`src/rtl/decim_pkg.sv`:
```
package decim_pkg;
    localparam int FIR_TAPS  = 7;
    localparam int FIR_HALF  = (FIR_TAPS - 1) / 2;
    localparam int COEF_W    = 6;
    localparam int FIR_SHIFT = 5;

    // Half of the symmetric back-stage kernel; index FIR_HALF is the centre tap.
    function automatic logic signed [COEF_W-1:0] fir_coef(input int idx);
        case (idx)
            0:       return -6'sd1;
            1:       return  6'sd0;
            2:       return  6'sd9;
            default: return  6'sd16;
        endcase
    endfunction
endpackage

```
`src/rtl/decim_hb_stage.sv`:
```
module decim_hb_stage #(
    parameter int W = 16
) (
    input  logic                clk,
    input  logic                rst,
    input  logic                in_v,
    input  logic signed [W-1:0] in_i,
    input  logic signed [W-1:0] in_q,
    output logic                out_v,
    output logic signed [W-1:0] out_i,
    output logic signed [W-1:0] out_q
);
    typedef struct packed {
        logic                phase;
        logic signed [W-1:0] i1;
        logic signed [W-1:0] i2;
        logic signed [W-1:0] q1;
        logic signed [W-1:0] q2;
        logic signed [W-1:0] oi;
        logic signed [W-1:0] oq;
        logic                ov;
    } hb_state_t;

    hb_state_t st_d, st_q;

    function automatic logic signed [W-1:0] smooth(input logic signed [W-1:0] a,
                                                   input logic signed [W-1:0] b,
                                                   input logic signed [W-1:0] c);
        logic signed [W+1:0] s;
        s = (W+2)'(a) + ((W+2)'(b) <<< 1) + (W+2)'(c);
        return s[W+1:2];
    endfunction

    always_comb begin
        st_d    = st_q;
        st_d.ov = 1'b0;
        if (in_v) begin
            st_d.i2    = st_q.i1;
            st_d.i1    = in_i;
            st_d.q2    = st_q.q1;
            st_d.q1    = in_q;
            st_d.phase = ~st_q.phase;
            if (st_q.phase) begin
                st_d.oi = smooth(in_i, st_q.i1, st_q.i2);
                st_d.oq = smooth(in_q, st_q.q1, st_q.q2);
                st_d.ov = 1'b1;
            end
        end
    end

    always_ff @(posedge clk) begin
        if (rst) st_q <= '0;
        else     st_q <= st_d;
    end

    assign out_v = st_q.ov;
    assign out_i = st_q.oi;
    assign out_q = st_q.oq;
endmodule

```
`src/rtl/decim_fir_stage.sv`:
```
module decim_fir_stage
    import decim_pkg::*;
#(
    parameter int W = 16
) (
    input  logic                clk,
    input  logic                rst,
    input  logic                in_v,
    input  logic signed [W-1:0] in_i,
    input  logic signed [W-1:0] in_q,
    output logic                out_v,
    output logic signed [W-1:0] out_i,
    output logic signed [W-1:0] out_q
);
    localparam int K_W   = $clog2(FIR_HALF + 1);
    localparam int ACC_W = W + 1 + COEF_W + K_W;
    localparam logic signed [ACC_W-1:0] MAXV = ACC_W'((1 << (W - 1)) - 1);
    localparam logic signed [ACC_W-1:0] MINV = -MAXV - 1;

    typedef struct packed {
        logic                            phase;
        logic                            busy;
        logic [K_W-1:0]                  k;
        logic [FIR_TAPS-1:0][W-1:0]      hi;
        logic [FIR_TAPS-1:0][W-1:0]      hq;
        logic signed [ACC_W-1:0]         acci;
        logic signed [ACC_W-1:0]         accq;
        logic signed [W-1:0]             oi;
        logic signed [W-1:0]             oq;
        logic                            ov;
    } fir_state_t;

    fir_state_t st_d, st_q;

    function automatic logic signed [W-1:0] clamp(input logic signed [ACC_W-1:0] acc);
        logic signed [ACC_W-1:0] sh;
        sh = acc >>> FIR_SHIFT;
        if (sh > MAXV)      sh = MAXV;
        else if (sh < MINV) sh = MINV;
        return sh[W-1:0];
    endfunction

    logic signed [W:0]       pair_i, pair_q;
    logic signed [COEF_W-1:0] cf;
    logic signed [ACC_W-1:0] nxt_i, nxt_q;

    always_comb begin
        int kk;
        kk = int'(st_q.k);
        cf = fir_coef(kk);
        if (kk == FIR_HALF) begin
            pair_i = (W+1)'($signed(st_q.hi[kk]));
            pair_q = (W+1)'($signed(st_q.hq[kk]));
        end else begin
            pair_i = (W+1)'($signed(st_q.hi[kk])) + (W+1)'($signed(st_q.hi[FIR_TAPS-1-kk]));
            pair_q = (W+1)'($signed(st_q.hq[kk])) + (W+1)'($signed(st_q.hq[FIR_TAPS-1-kk]));
        end
        nxt_i = st_q.acci + cf * pair_i;
        nxt_q = st_q.accq + cf * pair_q;
    end

    always_comb begin
        st_d    = st_q;
        st_d.ov = 1'b0;
        if (st_q.busy) begin
            st_d.acci = nxt_i;
            st_d.accq = nxt_q;
            if (int'(st_q.k) == FIR_HALF) begin
                st_d.oi   = clamp(nxt_i);
                st_d.oq   = clamp(nxt_q);
                st_d.ov   = 1'b1;
                st_d.busy = 1'b0;
            end else begin
                st_d.k = st_q.k + 1'b1;
            end
        end
        if (in_v) begin
            st_d.hi    = {st_q.hi[FIR_TAPS-2:0], in_i};
            st_d.hq    = {st_q.hq[FIR_TAPS-2:0], in_q};
            st_d.phase = ~st_q.phase;
            if (st_q.phase) begin
                st_d.busy = 1'b1;
                st_d.k    = '0;
                st_d.acci = '0;
                st_d.accq = '0;
            end
        end
    end

    always_ff @(posedge clk) begin
        if (rst) st_q <= '0;
        else     st_q <= st_d;
    end

    assign out_v = st_q.ov;
    assign out_i = st_q.oi;
    assign out_q = st_q.oq;
endmodule

```
`src/rtl/decim_cascade.sv`:
```
module decim_cascade #(
    parameter int W                = 16,
    parameter int NUM_STAGES       = 9,
    parameter int NUM_SHIFT_STAGES = 7
) (
    input  logic                clk,
    input  logic                rst,
    input  logic                in_valid,
    input  logic signed [W-1:0] in_i,
    input  logic signed [W-1:0] in_q,
    output logic                out_valid,
    output logic signed [W-1:0] out_i,
    output logic signed [W-1:0] out_q
);
    logic                sv [NUM_STAGES+1];
    logic signed [W-1:0] si [NUM_STAGES+1];
    logic signed [W-1:0] sq [NUM_STAGES+1];

    assign sv[0] = in_valid;
    assign si[0] = in_i;
    assign sq[0] = in_q;

    for (genvar g = 0; g < NUM_STAGES; g++) begin : g_stage
        if (g < NUM_SHIFT_STAGES) begin : g_shift
            decim_hb_stage #(.W(W)) u_stage (
                .clk(clk), .rst(rst),
                .in_v(sv[g]), .in_i(si[g]), .in_q(sq[g]),
                .out_v(sv[g+1]), .out_i(si[g+1]), .out_q(sq[g+1])
            );
        end else begin : g_mac
            decim_fir_stage #(.W(W)) u_stage (
                .clk(clk), .rst(rst),
                .in_v(sv[g]), .in_i(si[g]), .in_q(sq[g]),
                .out_v(sv[g+1]), .out_i(si[g+1]), .out_q(sq[g+1])
            );
        end
    end

    assign out_valid = sv[NUM_STAGES];
    assign out_i     = si[NUM_STAGES];
    assign out_q     = sq[NUM_STAGES];
endmodule

```
`config.mk`:
```
export PLATFORM = sky130hd
export DESIGN_NAME = decim_cascade
export DESIGN_NICKNAME = d
export VERILOG_FILES = /design/src/rtl/decim_pkg.sv /design/src/rtl/decim_hb_stage.sv /design/src/rtl/decim_fir_stage.sv /design/src/rtl/decim_cascade.sv
export SDC_FILE = /design/constraint.sdc
export NUM_CORES = 2
export LEC_CHECK = 0
export ABC_AREA = 1
export CORE_UTILIZATION = 30
export CTS_CLUSTER_DIAMETER = 30
export DETAILED_ROUTE_END_ITERATION = 8
export PLACE_DENSITY = 0.56
export SYNTH_ARGS = -nofsm -noshare
export SYNTH_HDL_FRONTEND = slang
export SYNTH_SLANG_ARGS = --single-unit
export TNS_END_PERCENT = 10
```
`constraint.sdc`:
```
create_clock -name clk -period 7.95 [get_ports clk]
set_input_delay 2.385 -clock clk [delete_from_list [all_inputs] [get_ports clk]]
set_output_delay 2.385 -clock clk [all_outputs]
set_load 0.01 [all_outputs]
```
======== Word-level counts from Yosys, hierarchy flattened ========
Cells that the tools add are included.
operators by class
  add/subtract/negate cells ............... 40
  multipliers ............................. 4
  order comparisons ....................... 12
  equal/unequal tests ..................... 6
  mux-type cells .......................... 57
  bitwise gates (word level) .............. 18
  reduce and logical (&&, ||, !) cells .... 20
operator list
  operator                                                      number
  2-to-1 mux 277 bit                                            2
  2-to-1 mux 16 bit                                             20
  adder 16 x 17 -> 18 bit                                       14
  adder 18 x 16 -> 18 bit                                       14
  binary-select mux 16 bit (select 3 bit)                       4
  2-to-1 mux 83 bit                                             2
  binary-select mux 16 bit (select 2 bit)                       4
  adder 25 x 23 -> 25 bit                                       4
  2-to-1 mux 50 bit                                             2
  multiplier 6 x 17 -> 23 bit                                   4
  > comparator 20 x 16 -> 1 bit, second input constant          4
  less-than comparator 20 x 16 -> 1 bit, second input constant  4
  adder 16 x 16 -> 17 bit                                       4
  2-to-1 mux 17 bit                                             4
  2-to-1 mux 33 bit                                             2
  less-than comparator 32 x 5 -> 1 bit, second input constant   2
  one-hot mux 6 bit (3 select lines)                            2
  NOT 1 bit                                                     18
  AND reduction 2 bit                                           9
  OR reduction 2 bit                                            9
  2-to-1 mux 3 bit                                              4
  2-to-1 mux 1 bit                                              9
  equality test 2 x 1 -> 1 bit, second input constant           4
  less-than comparator 2 x 4 -> 1 bit, second input constant    2
  5 further kinds                                               10
word-level totals
  bits in registers ....................... 1,308
  input bits .............................. 35
  output and inout port bits .............. 33
  logic and storage cells ................. 257

======== Depth between registers and ports, before layout ========
  depth after elaboration ................. 15
  mapped depth ............................ 53
  mapped depth without buffers ............ 46

======== Hierarchy ========
A second synthesis with hierarchy kept.
unflattened totals
  cell total of the unflattened synthesis .. 12,479
  area, all modules ....................... 90,155.2 um^2
by module, submodules not included
  module                                           instances  cells an instance  area each (um^2)  seq. area each (um^2)
  decim_hb_stage (g_stage[0].g_shift.u_stage ...)  6          812                6,025.8           1,961.9
  decim_fir_stage (g_stage[7].g_mac.u_stage)       1          3,392              24,014.3          6,226.0
  decim_fir_stage (g_stage[8].g_mac.u_stage)       1          3,397              23,981.8          6,226.0
  decim_hb_stage (g_stage[6].g_shift.u_stage)      1          818                6,004.5           1,961.9

======== Worst setup path after synthesis ========
No wires, ideal clock.
  path type ............................... register -> register
  from .................................... register g_stage[8].g_mac.u_stage.st_q[307] in the netlist's numbering
  to ...................................... register g_stage[8].g_mac.u_stage.st_q (netlist bit g_stage[8].g_mac.u_stage.out_i[6])
  setup time .............................. 0.064 ns
  arrival time ............................ 8.436 ns
  required time ........................... 7.886 ns
  path slack .............................. -0.550 ns
  stages on the path, launching flop included .. 47
  path buffers ............................ 8
  period minus slack after synthesis ...... 8.500 ns
  cell sequence ........................... dfxtp_1 buf_6 inv_2 buf_4 buf_2 buf_1 clkbuf_1 ha_1 clkbuf_1 clkbuf_1 a221oi_1 a21oi_1 ha_1 fa_1 nand2_1 a21oi_2 a21boi_0 o21ai_2 (+11 left out) fa_1 inv_1 fa_1 inv_1 ha_1 a21oi_1 o21ai_0 a21oi_1 nand3_1 nand2_1 o211ai_1 or2_2 nand2_1 nand3_1 buf_2 a21oi_1 nor2_1 nor2_1
on the way
  word-level cells in the longest chain between the ends .. 11
  elaborated cells on any way between the ends .. 20
  classes of those cells .................. add/sub (3); mul (1); order compare (2); eq/ne (3); mux (9); reduce/logical (2)
ends and longest elaborated chain
  item                                                   RTL line               RTL
  start, declared                                        decim_fir_stage.sv:33  fir_state_t st_d, st_q;
  start signal, assigned                                 decim_fir_stage.sv:92  else st_q <= st_d;
  subtractor 3 x 2 -> 4 bit                              decim_fir_stage.sv:55  pair_i = (W+1)'($signed(st_q.hi[kk])) + (W+1)'($signed(st_q.hi[FIR_TAPS-1-kk]));
  binary-select mux 16 bit (select 3 bit)                decim_fir_stage.sv:55
  2-to-1 mux 16 bit (not written as such) (2 in series)  decim_fir_stage.sv:55
  adder 16 x 16 -> 17 bit                                decim_fir_stage.sv:55
  2-to-1 mux 17 bit                                      decim_fir_stage.sv:51  if (kk == FIR_HALF) begin
  multiplier 6 x 17 -> 23 bit                            decim_fir_stage.sv:58  nxt_i = st_q.acci + cf * pair_i;
  adder 25 x 23 -> 25 bit                                decim_fir_stage.sv:58
  less-than comparator 20 x 16 -> 1 bit                  decim_fir_stage.sv:39  else if (sh < MINV) sh = MINV;
  2-to-1 mux 16 bit                                      decim_fir_stage.sv:39
  2-to-1 mux 16 bit                                      decim_fir_stage.sv:38  if (sh > MAXV) sh = MAXV;
Several ways; a longest one is shown, not always the timed one. The select of a mux whose other input is x is not followed.
A chain may end at the register's enable or synchronous reset.

======== Worst setup path in the final report ========
  from .................................... register g_stage[8].g_mac.u_stage.st_q[307] in the netlist's numbering
  to ...................................... register g_stage[8].g_mac.u_stage.st_q (netlist bit g_stage[8].g_mac.u_stage.out_i[5])
The elaborated chain is that of the path after synthesis.

==> results by group <==
Die
  – Initial core utilization: 30.3%
  – Die footprint: 282000 sq um
  – Site Rows: between 150 and 200
  – Core area: ~280000 sq um
  – Die Wd: 531 um
  – Top Ports: 68
  – Die height: 531 um

Clocking
  – H-tree depth: 5
  – Clk pin slew, worst setup/hold paths: about 40 ps
  – CTS Hold Bufs: 0
  – Worst skew pair latency: 920 ps
  – Sink Count: roughly 1300
  – TritonCTS clock tree: done
  – Total CTS buffers: between 300 and 400
  – Root buffer cell: clkbuf_16
  – Clock buffer depth: 4

Worst setup path
  – Worst path buffer plus inverter count: 8
  – Crit path required time: ~8700 ps
  – R2R Path End: g_stage[8].g_mac.u_stage.out_i[5]
  – Critical Path Sink: g_stage[8].g_mac.u_stage.out_i[5]
  – Worst EP arrival: 8330 ps
  – Crit-path most repeated cell: nand2_1
  – Worst reg-to-reg setup slack: 380 ps
  – R2R depth: 39
  – CP Class: reg -> reg
  – Worst Path Max Fanout: 20
  – Crit. End Element: flip-flop
  – Worst path max stage delay: 560 ps
  – Critical path launch point: g_stage[8].g_mac.u_stage.st_q[307]
  – Startpoint types: flip-flop
  – CP max-delay cell: fa_1
  – Crit path depth: 39
  – Crit path max-delay family: adder cells
  – FF-to-FF Start: g_stage[8].g_mac.u_stage.st_q[307]

Timing
  – Least-Margin Pin Slew: 1220 ps
  – Setup TNS: 0 ps
  – Slew margin rel.: between 10% and 20%
  – Setup violators final: 0
  – Final WS setup: 379 ps
  – Fmax: ~130 MHz
  – Crit path time final: ~7600 ps
  – Max Slew Vio Count: 0
  – Worst clock skew: 104 ps
  – Tcrit/Tclk final: 95.2%
  – Fin. Hold Viols: 0

Routing
  – Wire per inst: roughly 14 um
  – Final wirelength: about 220 mm
  – Routed Antenna Nets: 0
  – Via Count: 71400
  – Drt first-iter violations: 4269
  – Drt first pass iters: 5
  – Vias/cell: 4.67
  – DRC: 0

Cells and area
  – Final nets: roughly 12000
  – Share of cells above drive strength 1: 9.96%
  – Most frequent cells in the layout: nor2_1, o21ai_0, nand2_1
  – Area grow syn2layout: 21.2%
  – Finished Layout Cells: around 15000
  – Commonest non-fill, non-tap cell in the layout: nor2_1
  – Final instance area: between 100000 and 150000 sq um

GRT
  – Vias in the first global route: just over 70000
  – Largest net degree at the start of global routing: 271
  – Congestion Overflow GR: 0
  – Initial antenna violation count: 2
  – First-pass GRT wire length: 369 mm
  – Overall Global Routing Usage: around 16%

Placement
  – Final HPWL DP: around 160 mm
  – Post-Place Cells: between 10000 and 15000
  – Port Buffers: 67
  – Placed cell areas: 89200 sq um
  – Worst slack at placement: roughly 220 ps
  – RD Place Congestion: just under 0.9

Logic synthesis
  – Synthesized-area fraction occupied by adder cells: 21.7%
  – Seq/Total Area, Yosys: 31.2%
  – Syn Std Cell Area: 83900 sq um
  – Mux cell area share after synthesis: less than 1%
  – XOR/XNOR share of the synthesized area: under 10%
  – Largest family of logic cells by synthesized area: adder cells
  – Register bit total from synthesis: 1308
  – Synth warnings: 0
  – Syn Inst Count: 11200
  – Synth Area in Simple Gates: approximately a fifth
  – Synthesized Nets: around 12000
  – Yosys cell types: 57
  – Syn Area/Cell: 7.49 sq um
  – Synth Area in Compound Gates: 16.3%

Power and ir drop
  – Cell internal pwr: 16600 uW
  – Max VDD drop: between 200 and 250 uV
  – Total power per unit cell area: 209 nW/um^2
  – Lkg Pwr: approximately 0.05 uW
  – Combinational Power Share: 2.6%
  – Switching Share: 21.5%
  – Clock group share of total power: approximately 66%
  – Overall power: 21200 uW
  – Sw Pwr: between 4000 and 5000 uW
  – Sequential share of power: 31.5%

Hold path
  – Hold Path Class: reg -> reg

Status
  – Status: complete, no violations

Run
  – Max Cap Violations: 0
[sequential cells by signal, indices dropped and copies added (netlist names)]
name,cells
g_stage.g_mac.u_stage.st_q,556
g_stage.g_shift.u_stage.st_q,455
g_stage.g_shift.u_stage.out_i,112
g_stage.g_shift.u_stage.out_q,112
g_stage.g_mac.u_stage.out_i,32
g_stage.g_mac.u_stage.out_q,32
g_stage.g_shift.u_stage.out_v,7
g_stage.g_mac.u_stage.out_v,2
[cells by family after synthesis]
family / after synthesis
buffers and inverters: 1747
AND/OR/NAND/NOR: 4295
XOR/XNOR: 204
flip-flops: 1308
adder cells (fa/ha/maj): 1102
AO/OA/AOI/OAI: 2522
multiplexers: 19
[cell usage after synthesis (all sizes together)]
cell / number / area share, %
inv: 1181 / 5.3
o21ai: 1529 / 9.1
xor2: 145 / 1.5
a21oi: 634 / 3.9
clkinv: 9 / 0.040
a31oi: 58 / 0.43
a32o: 16 / 0.19
dfxtp: 1308 / 31
ha: 514 / 7.7
or2: 70 / 0.53
clkbuf: 473 / 2.1
a22oi: 2 / 0.018
nor3: 54 / 0.32
a221oi: 65 / 0.68
and2: 5 / 0.037
a211oi: 17 / 0.15
nand3: 216 / 1.4
nand4: 35 / 0.26
fa: 588 / 14
a21o: 36 / 0.32
and3: 4 / 0.030
o211ai: 39 / 0.35
nand2: 1409 / 6.5
nand3b: 12 / 0.11
nor4: 14 / 0.10
o21bai: 37 / 0.33
nor2: 2476 / 11
a21boi: 20 / 0.18
a22o: 1 / 0.010
mux2i: 19 / 0.23
xnor2: 59 / 0.62
o2111ai: 4 / 0.042
o32ai: 3 / 0.031
o31ai: 24 / 0.21
o22ai: 26 / 0.19
o21a: 10 / 0.090
buf: 84 / 0.63
a31o: 1 / 0.010
[stage by stage]
| stage | util (%) | hold slack (ps) |
|---|---|---|
| floorplan | - | 427 |
| global placement | 32.2 | 443 |
| detailed placement | 32.2 | 445 |
| CTS | 36.4 | 446 |
| global route | 36.7 | 469 |
| finish | 36.7 | 444 |
[what timing repair did]
item / CTS / global route
gates resized for setup: 0 / 165
buffers inserted: 0 / 9
setup endpoints to repair: 0 / 87
[power by group through the flow]
stage / clock (uW) / sequential [uW] / combinational, uW
floorplan: 0 / 6790 / 399
global placement: 0 / 6800 / 545
detailed placement: 0 / 6800 / 546
CTS: 14200 / 6680 / 551
global route: 14600 / 6680 / 626
finish: 14000 / 6680 / 545
[metal layers]
| metal | track usage, % | vias to the layer above | share of wire [%] |
|---|---|---|---|
| met1 | 20.9 | 33300 | 48 |
| met3 | 2.23 | 413 | 3.7 |
| li1 | - | 36500 | - |
| met2 | 26.0 | 1198 | 46 |
| met4 | 4.93 | 0 | 2.6 |
| met5 | 0 | - | 0 |
[final cells by class]
type | instances | area [sq um]
antenna | 1 | 2.50
clock buffer | 424 | 9370
clock inverter | 174 | 2310
fill | 29100 | 176000
inverter | 1190 | 4510
multi-input combinational | 8147 | 51600
sequential | 1308 | 26200
tap | 3705 | 4640
timing repair buffer | 348 | 3040
timing repair inverter | 2 | 13.8
[worst min-delay path by stage]
| stage | from | endpoint | cells after the start |
|---|---|---|---|
| 5_1_grt | g_stage[6].g_shift.u_stage.st_q[97] | g_stage[6].g_shift.u_stage.st_q[97] | 1 |
| 3_5_place_dp | g_stage[6].g_shift.u_stage.out_q[14] | g_stage[6].g_shift.u_stage.out_q[14] | 2 |
| 4_1_cts | g_stage[7].g_mac.u_stage.out_q[10] | g_stage[8].g_mac.u_stage.st_q[93] | 2 |
| 2_1_floorplan | g_stage[6].g_shift.u_stage.out_q[8] | g_stage[6].g_shift.u_stage.out_q[8] | 2 |
| 6_report | g_stage[7].g_mac.u_stage.out_i[7] | g_stage[8].g_mac.u_stage.st_q[202] | 2 |
| 3_3_place_gp | g_stage[6].g_shift.u_stage.out_q[1] | g_stage[6].g_shift.u_stage.out_q[1] | 2 |
[worst register-to-register path: cells and delay by family, from the launching register on]
family / cells / cell delay [ps]
flops: 1 / 420
xor+xnor: 1 / 170
buf+inv: 8 / 870
compound gates: 5 / 890
simple gates: 18 / 2060
fa+ha+maj: 7 / 3070
(Power assumes the default switching activity.)
